--- config.mk ---
export PLATFORM = sky130hd
export DESIGN_NAME = shiftAddFilter
export DESIGN_NICKNAME = d
export VERILOG_FILES = /design/src/rtl/sapFilterPkg.sv /design/src/rtl/periodShift.sv /design/src/rtl/filterCtl.sv /design/src/rtl/filterPath.sv /design/src/rtl/shiftAddFilter.sv
export SDC_FILE = /design/constraint.sdc
export NUM_CORES = 1
export LEC_CHECK = 0
export ABC_AREA = 1
export BUFFER_PORTS_ARGS = -buffer_cell sky130_fd_sc_hd__buf_2
export CAP_MARGIN = 20
export CORE_MARGIN = 8
export CORE_UTILIZATION = 39
export CTS_CLUSTER_DIAMETER = 120
export DETAILED_ROUTE_END_ITERATION = 6
export GPL_TIMING_DRIVEN = 0
export PLACE_DENSITY = 0.63
export REMOVE_ABC_BUFFERS = 1
export SYNTH_ARGS = -nofsm -noshare
export SYNTH_HDL_FRONTEND = slang
export SYNTH_SLANG_ARGS = --single-unit
--- constraint.sdc ---
create_clock -name clk -period 14.6 [get_ports clk]
set_clock_uncertainty 0.05 [all_clocks]
set_input_delay 0 -clock clk [delete_from_list [all_inputs] [get_ports clk]]
set_output_delay 0 -clock clk [all_outputs]
set_load 0.1 [all_outputs]
--- src/rtl/sapFilterPkg.sv ---
package sapFilterPkg;

  localparam int SH_W = 5;

  typedef enum logic [2:0] {
    STEP_FEED1 = 3'd0,
    STEP_FEED2 = 3'd1,
    STEP_DAMP  = 3'd2,
    STEP_INTEG = 3'd3,
    STEP_FBACK = 3'd4,
    STEP_OUT   = 3'd5
  } stepT;

  typedef enum logic [1:0] {
    SRC_IN1  = 2'd0,
    SRC_IN2  = 2'd1,
    SRC_BAND = 2'd2,
    SRC_LOW  = 2'd3
  } srcT;

  // strobes from control to datapath for one micro-step
  typedef struct packed {
    logic            bandWr;
    logic            lowWr;
    logic            outLoad;
    logic            subtract;
    srcT             addSrc;
    logic [SH_W-1:0] shiftAmt;
  } strobeT;

endpackage

--- src/rtl/periodShift.sv ---
module periodShift #(
  parameter int OCT_W  = 4,
  parameter int MANT_W = 5,
  parameter int SH_W   = 5
) (
  input  logic [OCT_W+MANT_W-1:0] period,
  input  logic [MANT_W-1:0]       phase,
  output logic [SH_W-1:0]         shiftAmt
);
  logic [OCT_W-1:0]  octave;
  logic [MANT_W-1:0] mant;
  logic [MANT_W-1:0] phaseRev;
  logic              extra;

  assign octave = period[OCT_W+MANT_W-1:MANT_W];
  assign mant   = period[MANT_W-1:0];

  // reversed phase spreads the longer shifts evenly over the samples
  always_comb begin
    for (int i = 0; i < MANT_W; i++) begin
      phaseRev[i] = phase[MANT_W-1-i];
    end
  end

  assign extra    = (phaseRev < mant);
  assign shiftAmt = SH_W'(octave) + SH_W'(extra);

endmodule

--- src/rtl/filterCtl.sv ---
module filterCtl
  import sapFilterPkg::*;
#(
  parameter int OCT_W  = 4,
  parameter int MANT_W = 5
) (
  input  logic                    clk,
  input  logic                    rst_n,
  input  logic [OCT_W+MANT_W-1:0] cutoffPeriod,
  input  logic [OCT_W+MANT_W-1:0] dampPeriod,
  input  logic [OCT_W+MANT_W-1:0] volPeriod,
  input  logic [1:0]              orderSel,
  output strobeT                  strb
);
  localparam int PW     = OCT_W + MANT_W;
  localparam int N_PER  = 3;
  localparam int MAX_SH = (1 << OCT_W);

  stepT              stepQ;
  logic [MANT_W-1:0] sampleIdx;
  logic [PW-1:0]     periodArr [N_PER];
  logic [SH_W-1:0]   shiftArr  [N_PER];

  assign periodArr[0] = cutoffPeriod;
  assign periodArr[1] = dampPeriod;
  assign periodArr[2] = volPeriod;

  for (genvar g = 0; g < N_PER; g++) begin : gPer
    periodShift #(.OCT_W(OCT_W), .MANT_W(MANT_W), .SH_W(SH_W)) uShift (
      .period  (periodArr[g]),
      .phase   (sampleIdx),
      .shiftAmt(shiftArr[g])
    );
  end

  always_ff @(posedge clk) begin
    if (!rst_n) begin
      stepQ     <= STEP_FEED1;
      sampleIdx <= '0;
    end else if (stepQ == STEP_OUT) begin
      stepQ     <= STEP_FEED1;
      sampleIdx <= sampleIdx + 1'b1;
    end else begin
      stepQ <= stepT'(stepQ + 3'd1);
    end
  end

  always_comb begin
    strb = '0;
    strb.addSrc = SRC_BAND;
    case (stepQ)
      STEP_FEED1: begin
        strb.addSrc   = SRC_IN1;
        strb.shiftAmt = shiftArr[2];
        strb.bandWr   = orderSel[0];
        strb.lowWr    = !orderSel[0];
      end
      STEP_FEED2: begin
        strb.addSrc   = SRC_IN2;
        strb.shiftAmt = shiftArr[2];
        strb.bandWr   = orderSel[1];
        strb.lowWr    = !orderSel[1];
      end
      STEP_DAMP: begin
        strb.addSrc   = SRC_BAND;
        strb.shiftAmt = shiftArr[1];
        strb.bandWr   = 1'b1;
        strb.subtract = 1'b1;
      end
      STEP_INTEG: begin
        strb.addSrc   = SRC_BAND;
        strb.shiftAmt = shiftArr[0];
        strb.lowWr    = 1'b1;
      end
      STEP_FBACK: begin
        strb.addSrc   = SRC_LOW;
        strb.shiftAmt = shiftArr[0];
        strb.bandWr   = 1'b1;
        strb.subtract = 1'b1;
      end
      STEP_OUT: strb.outLoad = 1'b1;
      default: strb = '0;
    endcase
  end

  p_step_legal_r2: assert property (@(posedge clk) disable iff (!rst_n)
    stepQ <= STEP_OUT);

  p_one_action_r2: assert property (@(posedge clk) disable iff (!rst_n)
    $onehot0({strb.bandWr, strb.lowWr, strb.outLoad}));

  p_idx_advance_r3: assert property (@(posedge clk) disable iff (!rst_n)
    (stepQ == STEP_OUT) |=> (sampleIdx == $past(sampleIdx) + 1'b1));

  p_shift_bounds_r3: assert property (@(posedge clk) disable iff (!rst_n)
    int'(strb.shiftAmt) <= MAX_SH);

endmodule

--- src/rtl/filterPath.sv ---
module filterPath
  import sapFilterPkg::*;
#(
  parameter int IN_W = 8,
  parameter int ST_W = 16
) (
  input  logic                   clk,
  input  logic                   rst_n,
  input  logic signed [IN_W-1:0] osc1,
  input  logic signed [IN_W-1:0] osc2,
  input  strobeT                 strb,
  output logic signed [ST_W-1:0] outQ,
  output logic                   outStrobe
);
  localparam int PAD = ST_W - IN_W;
  localparam logic signed [ST_W-1:0] ST_MAX = {1'b0, {(ST_W-1){1'b1}}};
  localparam logic signed [ST_W-1:0] ST_MIN = {1'b1, {(ST_W-1){1'b0}}};

  logic signed [ST_W-1:0] bandQ, lowQ;
  logic signed [ST_W-1:0] addend, shifted, baseVal, nextVal;
  logic signed [ST_W:0]   sumWide;
  logic                   wrEn;

  always_comb begin
    case (strb.addSrc)
      SRC_IN1:  addend = {osc1, {PAD{1'b0}}};
      SRC_IN2:  addend = {osc2, {PAD{1'b0}}};
      SRC_BAND: addend = bandQ;
      default:  addend = lowQ;
    endcase
  end

  // the one shared shifter and adder
  assign shifted = addend >>> strb.shiftAmt;
  assign baseVal = strb.lowWr ? lowQ : bandQ;
  assign wrEn    = strb.bandWr || strb.lowWr;

  always_comb begin
    if (strb.subtract) sumWide = {baseVal[ST_W-1], baseVal} - {shifted[ST_W-1], shifted};
    else               sumWide = {baseVal[ST_W-1], baseVal} + {shifted[ST_W-1], shifted};
    if (sumWide[ST_W] != sumWide[ST_W-1]) nextVal = sumWide[ST_W] ? ST_MIN : ST_MAX;
    else                                  nextVal = sumWide[ST_W-1:0];
  end

  always_ff @(posedge clk) begin
    if (!rst_n) begin
      bandQ     <= '0;
      lowQ      <= '0;
      outQ      <= '0;
      outStrobe <= 1'b0;
    end else begin
      if (strb.bandWr) bandQ <= nextVal;
      if (strb.lowWr)  lowQ  <= nextVal;
      if (strb.outLoad) outQ <= lowQ;
      outStrobe <= strb.outLoad;
    end
  end

  p_no_wrap_pos_r5: assert property (@(posedge clk) disable iff (!rst_n)
    (wrEn && !strb.subtract && !baseVal[ST_W-1] && !shifted[ST_W-1]) |-> !nextVal[ST_W-1]);

  p_no_wrap_neg_r5: assert property (@(posedge clk) disable iff (!rst_n)
    (wrEn && !strb.subtract && baseVal[ST_W-1] && shifted[ST_W-1]) |-> nextVal[ST_W-1]);

  p_out_hold_r8: assert property (@(posedge clk) disable iff (!rst_n)
    !strb.outLoad |=> $stable(outQ));

endmodule

--- src/rtl/shiftAddFilter.sv ---
module shiftAddFilter
  import sapFilterPkg::*;
#(
  parameter int IN_W   = 8,
  parameter int ST_W   = 16,
  parameter int OCT_W  = 4,
  parameter int MANT_W = 5
) (
  input  logic                      clk,
  input  logic                      rst_n,
  input  logic signed [IN_W-1:0]    osc1Sample,
  input  logic signed [IN_W-1:0]    osc2Sample,
  input  logic [OCT_W+MANT_W-1:0]   cutoffPeriod,
  input  logic [OCT_W+MANT_W-1:0]   dampPeriod,
  input  logic [OCT_W+MANT_W-1:0]   volPeriod,
  input  logic [1:0]                orderSel,
  output logic signed [ST_W-1:0]    filtOut,
  output logic                      outStrobe
);
  strobeT strb;

  filterCtl #(.OCT_W(OCT_W), .MANT_W(MANT_W)) uCtl (
    .clk         (clk),
    .rst_n       (rst_n),
    .cutoffPeriod(cutoffPeriod),
    .dampPeriod  (dampPeriod),
    .volPeriod   (volPeriod),
    .orderSel    (orderSel),
    .strb        (strb)
  );

  filterPath #(.IN_W(IN_W), .ST_W(ST_W)) uPath (
    .clk      (clk),
    .rst_n    (rst_n),
    .osc1     (osc1Sample),
    .osc2     (osc2Sample),
    .strb     (strb),
    .outQ     (filtOut),
    .outStrobe(outStrobe)
  );

endmodule

==> results of run 1 <==
==> critical path, delay by kind of cell, from the launching register on <==
kind	cells	cell delay, ns
and+or+nand+nor	18	2.45
adders and majority gates	5	1.57
xor gates and xnor gates	2	0.26
DFF	1	0.42
AOI/OAI and AO/OA	7	1.71
buffers and inverters	4	0.69
==> worst paths after layout <==
path | from | end | slack, ns | depth (start not counted)
worst max-delay path | uCtl.sampleIdx[2]$_SDFFE_PN0P_ | uPath.lowQ[1]$_SDFFE_PN0P_ | 7.31 | 36
worst max register to register | uCtl.sampleIdx[2]$_SDFFE_PN0P_ | uPath.lowQ[1]$_SDFFE_PN0P_ | 7.31 | 36
worst min register to register | uCtl.stepQ[0]$_SDFF_PP0_ | uCtl.stepQ[0]$_SDFF_PP0_ | 0.42 | 1
worst min-delay path | orderSel[1] | uPath.bandQ[1]$_SDFFE_PN0P_ | 0.09 | 5
==> per-stage QoR <==
step | std cells | worst slack [ns]
3_5_place_dp | 1054 | 7.38
2_1_floorplan | 814 | 8.92
6_report | 1070 | 7.31
5_1_grt | 1070 | 6.68
3_3_place_gp | 1053 | 7.32
4_1_cts | 1070 | 7.34
==> cell usage after synthesis (all sizes together), types with 12 or more instances <==
library cell,count,area (µm²)
clkbuf,15,56.3
xor2,25,219
ha,41,513
nand3,158,826
nand4,12,81.3
inv,124,465
a21oi,58,294
nand2,188,756
o21ai,61,305
buf,18,118
nor2,42,189
dfxtp,57,1140
==> layout by cell type, fill, tap and decap left out, types with 8 or more instances in the layout <==
| cell | synthesis | final |
|---|---|---|
| o21ai_0 | 59 | 59 |
| nand3_1 | 154 | 153 |
| inv_2 | 9 | 9 |
| inv_1 | 115 | 115 |
| ha_1 | 41 | 41 |
| nand2_1 | 176 | 176 |
| xor2_1 | 25 | 25 |
| nand4_1 | 11 | 11 |
| nand2_2 | 8 | 8 |
| dfxtp_1 | 57 | 57 |
| buf_2 | 10 | 63 |
| nor2_1 | 37 | 37 |
| a21oi_1 | 57 | 57 |
| xnor2_1 | 9 | 9 |
| clkbuf_16 | 0 | 9 |
==> per-layer routing <==
| metal | wire, µm | up-vias |
|---|---|---|
| li1 | - | 2893 |
| met1 | 7270 | 2465 |
| met2 | 6990 | 160 |
| met3 | 914 | 23 |
| met4 | 340 | 0 |
| met5 | 0 | - |
==> sequential cells by signal, indices dropped and copies added, names as in the netlist <==
name and cells:
uPath.outQ 16, uPath.lowQ 16, uCtl.stepQ 3, uPath.bandQ 16, uPath.outStrobe 1, uCtl.sampleIdx 5
==> kinds of logic after synthesis <==
kind of cell,after synthesis,synth area share (%)
simple gates,413,36.2
buf+inv,160,12.2
compound gates,141,14.5
flops,57,21.4
fa+ha+maj,42,10.0
xor+xnor,34,5.59
==> power groups by stage <==
| stage | clock, mW | sequential, mW | combinational, mW |
|---|---|---|---|
| final | 0.213 | 0.227 | 0.863 |
| after global routing | 0.225 | 0.231 | 0.979 |
| after CTS | 0.218 | 0.226 | 0.858 |
| after detailed placement | 0 | 0.229 | 0.850 |
| after global placement | 0 | 0.229 | 0.845 |
| after floorplan | 0 | 0.224 | 0.666 |
==> layout make-up <==
| class | instances | area share, % |
|---|---|---|
| multi-input combinational | 630 | 59.1 |
| sequential | 57 | 19.0 |
| inverter | 127 | 7.94 |
| timing repair buffer | 64 | 5.38 |
| clock buffer | 11 | 4.04 |
| tap | 176 | 3.67 |
| clock inverter | 5 | 0.917 |
==> impl_results.md, run 1 <==
- Worst-margin pin slew: 1.09 ns
- Remaining Overflow, GRT: 0
- Synthesized area: 5330 µm²
- Max Fclk: 137 MHz
- Initial antenna violation count: 0
- Crit end category: flip-flop
- Layout cells sized above 1: 13.1%
- Switching power share of the total: 51.8%
- Rel. slew slack: 27.2%
- CP max FO: 18
- Final min period: 7.29 ns
- Async SR Flop Fraction: 0%
- Final setup violating endpoints: 0
- Detailed-router iteration count before antenna repair: 7
- Number of antenna repair diodes: 0
- Largest net degree at the start of global routing: 47
- CP required: 14.77 ns
- Crit path kind: flip-flop to flip-flop
- Synthesis-to-layout area growth: 12.7%
- Synthesis Warnings: 0
- CP most frequent cell: nand2_1
- Slowest stage delay, CP: 0.68 ns
- Row count: 42
- Slowest-stage cell, CP: a2111oi_0
- Clock Latency Late Sink: 0.34 ns
- Io pins: 64
- Number of hold buffers added after CTS: 0
- Drt initial violations: 323
- DR WL/cell: 14.5 µm
- Netlist cell types: 47
- Clock transition at the registers of the reported paths: 0.05 ns
- Util after Layout: 45.2%
- Yosys reg bits: 57
- Placed instance area: 5710 µm²
- Synth Flop Type: dfxtp_1
- Postcts setup bufs: 0
- Power Total: 1.30 mW
- Die area: 17700 µm²
- First-pass GRT wire length: 25400 µm
- H-tree depth: 3
- Multi-input logic area: 3550 µm²
- Met3 GRT Util: 4.31%
- DRT antenna net count: 0
- Residual DRC count: 0
- Nets: 978
- Final Hold Viols: 0
- Setup crit start kind: flip-flop
- Chip height: 133 µm
- Syn Inst Count: 847
- CTS tree: done
- Reg power frac: 17.4%
- WL final: 15500 µm
- Final Slew Violations: 0
- Vias per std cell: 5.18
- Vias in the first global route: 5231
- Tcrit/Tclk final: 49.9%
- Net Switching: 0.676 mW
- GRT Util Overall: 17.5%
- Port Buffer Count: 63
- Post-cts gate resize count: 0
- Total CTS buffers: 9
- GRT Max-Usage Layer: met2
- Root Buffer: clkbuf_16
- Initial Util: 40.1%
- GR Layer Usage met2: 28.9%
- CTS max path bufs: 2
- RSZ-0062 raised after global routing: no
- CTS Sinks: 57
- Pint: 0.628 mW
- Min-Delay Path Class: input port to flip-flop
- Status: completed
- Final HPWL DP: 11800 µm
- GR Util met1: 21.5%
- Avg Cell Area, Syn: 6.29 µm²
- Filler Cell Count: 1409
- PD cells: 217 nW/µm²
- Fin area: 6000 µm²
- GP Congestion: 0.934
- Reg area: 1140 µm²
- Number of flops mapped to enable cells by yosys: 0
- Core ar.: 13300 µm²
- Hold WS: 0.0903 ns
- Sequential area share after synthesis: 21.4%
- Vias: 5541
- Max-cap viol count: 0
- Leakage: 3.11 nW
- Clock Power Share: 16.4%
- Crit path DAT: 7.46 ns
- Die Wd: 133 µm
- Power share of the combinational group: 66.3%
- Peak supply drop: 0.0840 mV
- Setup TNS: 0 ns
(Power assumes the default switching activity.)
==> inputs of run 2 (changes only) <==
==> constraint.sdc (replaced) <==
create_clock -name clk -period 7.05 [get_ports clk]
set_clock_uncertainty 0.05 [all_clocks]
set_input_delay 0 -clock clk [delete_from_list [all_inputs] [get_ports clk]]
set_output_delay 0 -clock clk [all_outputs]
set_load 0.1 [all_outputs]
==> impl_results.md, run 2 (same netlist as run 1, synthesis figures left out) <==
- Status: completed
- RSZ-0062 raised after global routing: no
- Initial antenna violation count: 0 (unchanged)
- CP most frequent cell: nand2_1
- CTS max path bufs: 2 (unchanged)
- Synthesis-to-layout area growth: 14.8%
- CP required: 7.23 ns (-7.54 ns)
- Final setup violating endpoints: 0 (unchanged)
- Port Buffer Count: 63 (unchanged)
- CTS tree: done
- Min-Delay Path Class: input port to flip-flop
- Layout cells sized above 1: 14.8% (+1.7 points)
- Chip height: 133 µm (unchanged)
- CTS Sinks: 57 (unchanged)
- Largest net degree at the start of global routing: 47 (unchanged)
- GRT Util Overall: 17.5% (about the same)
- DRT antenna net count: 0 (unchanged)
- Crit path kind: flip-flop to flip-flop
- Crit end category: flip-flop
- Row count: 42 (unchanged)
- Fin worst setup slack: 0.500 ns (-6.81 ns)
- DR WL/cell: 14.9 µm (+2.5%)
- Slowest-stage cell, CP: fa_1
- WL final: 16000 µm (+3.0%)
- Clock transition at the registers of the reported paths: 0.05 ns (about the same)
- Die area: 17700 µm² (unchanged)
- Detailed-router iteration count before antenna repair: 7 (unchanged)
- H-tree depth: 3 (unchanged)
- Vias: 5579 (+0.69%)
- Die Wd: 133 µm (unchanged)
- Crit path DAT: 6.73 ns (-0.73 ns)
- Setup crit start kind: flip-flop
- Nets: 983 (+0.51%)
- Uppermost layer routed: met4
- Root Buffer: clkbuf_16
- Util after Layout: 46.0% (+0.85 points)
- Tcrit/Tclk final: 92.9% (+43 points)
- Max-cap viol count: 0 (unchanged)
- Leakage: 3.15 nW (+1.2%)
- Max Fclk: 153 MHz (+11%)
- Initial Util: 40.1% (unchanged)
- Core ar.: 13300 µm² (unchanged)
- Routed length on met3: 941 µm (+3.0%)
- Highest-count cells in the layout ignoring fill and taps: nand2_1, nand3_1, inv_1
- Final Slew Violations: 0 (unchanged)
- Commonest non-fill, non-tap cell in the layout: nand2_1
- Drt initial violations: 359 (+11%)
- Dpl ws: -0.173 ns (-7.55 ns)
- Biggest regs: uPath.bandQ (16), uPath.lowQ (16), uPath.outQ (16)
- Io pins: 64 (unchanged)
- Peak supply drop: 0.176 mV (+110%)
- Vias per std cell: 5.19 (+0.22%)
- Total CTS buffers: 9 (unchanged)
- Remaining Overflow, GRT: 0 (unchanged)
- Slowest stage delay, CP: 0.50 ns (-0.18 ns)
- Final Hold Viols: 0 (unchanged)
- Vias in the first global route: 5240 (+0.17%)
- GP Congestion: 0.934 (unchanged)
- Power Total: 2.78 mW (+110%)
- Met1 WL: 7370 µm (+1.3%)
- Hold WS: 0.0933 ns (+0.00304 ns)
- Final min period: 6.55 ns (-0.736 ns)
- Filler Cell Count: 1404 (-0.35%)
- Worst-margin pin slew: 1.08 ns (-0.00644 ns)
- PD cells: 454 nW/µm² (+110%)
- First-pass GRT wire length: 25400 µm (+0.11%)
- Rel. slew slack: 27.6% (+0.43 points)
- Number of antenna repair diodes: 0 (unchanged)
- Residual DRC count: 0 (unchanged)
- Met2 wire len: 7330 µm (+4.9%)
- Post-Layout Cell Count: 1075 (+0.47%)
- Cells after DPL: 1054 (unchanged)
- CP max FO: 18 (unchanged)
- Final HPWL DP: 11800 µm (unchanged)
- Clock Latency Late Sink: 0.34 ns (about the same)
run 2: changes by cell type in the layout (fill, tap and decap cells not counted), moves of 2 or more:
cell       delta
a2111oi_0     -3
a2111oi_2     +3
buf_4         +3
and3_1        -2
and3_4        +2
nor3_1        -2
nor3_2        +2
run 2: final timing paths:
path	cells past startpoint	from	slack, ns	endpoint
max	36	uCtl.sampleIdx[0]$_SDFFE_PN0P_	0.50	uPath.lowQ[1]$_SDFFE_PN0P_
min	5	orderSel[1]	0.09	uPath.bandQ[1]$_SDFFE_PN0P_
max reg2reg	36	uCtl.sampleIdx[0]$_SDFFE_PN0P_	0.50	uPath.lowQ[1]$_SDFFE_PN0P_
min reg2reg	1	uCtl.stepQ[0]$_SDFF_PP0_	0.42	uCtl.stepQ[0]$_SDFF_PP0_
run 2: timing repair:
item / in CTS / in global routing
setup endpoints to repair: 30 / 32
setup buffers: 0 / 4
cloned: 0 / 1
pin swaps: 0 / 1
gates resized for setup: 3 / 15
hold buffers: 0 / 0
run 2: routing by layer:
layer | vias to the layer above | global-route usage (%)
met5 | - | 0
met4 | 0 | 6.18
met3 | 22 | 4.31
met2 | 138 | 28.9
met1 | 2515 | 21.5
li1 | 2904 | -
run 2: through the flow:
step	area, µm²	TNS [ns]
final	6120	0
after floorplan	5150	0
after global placement	5690	-5.62
after CTS	6010	0
after detailed placement	5710	-3.60
after global routing	6120	0
run 2: area by class of cell:
| class | instances | area (µm²) | share of cell area [%] |
|---|---|---|---|
| inverters | 127 | 483 | 7.90 |
| clock inverters | 5 | 55.1 | 0.900 |
| multi-input cells | 631 | 3610 | 59.0 |
| repair buffers | 68 | 365 | 5.97 |
| flip-flops and latches | 57 | 1140 | 18.7 |
| clock buffers | 11 | 243 | 3.97 |
| well taps | 176 | 220 | 3.60 |
run 2: critical path: cells and delay by family (launching register included):
family | cells | cell delay (ns)
AOI/OAI and AO/OA | 6 | 1.32
xor gates and xnor gates | 1 | 0.18
adders and majority gates | 4 | 1.35
buffers and inverters | 4 | 0.47
DFF | 1 | 0.47
and+or+nand+nor | 21 | 2.59
run 2: report_power, final:
part           total (mW)  leakage [nW]  switching (mW)  internal, mW
clock network       0.444         0.142           0.162         0.282
logic                1.86          2.54            1.24         0.627
registers           0.469         0.468          0.0573         0.412
total                2.78          3.15            1.46          1.32
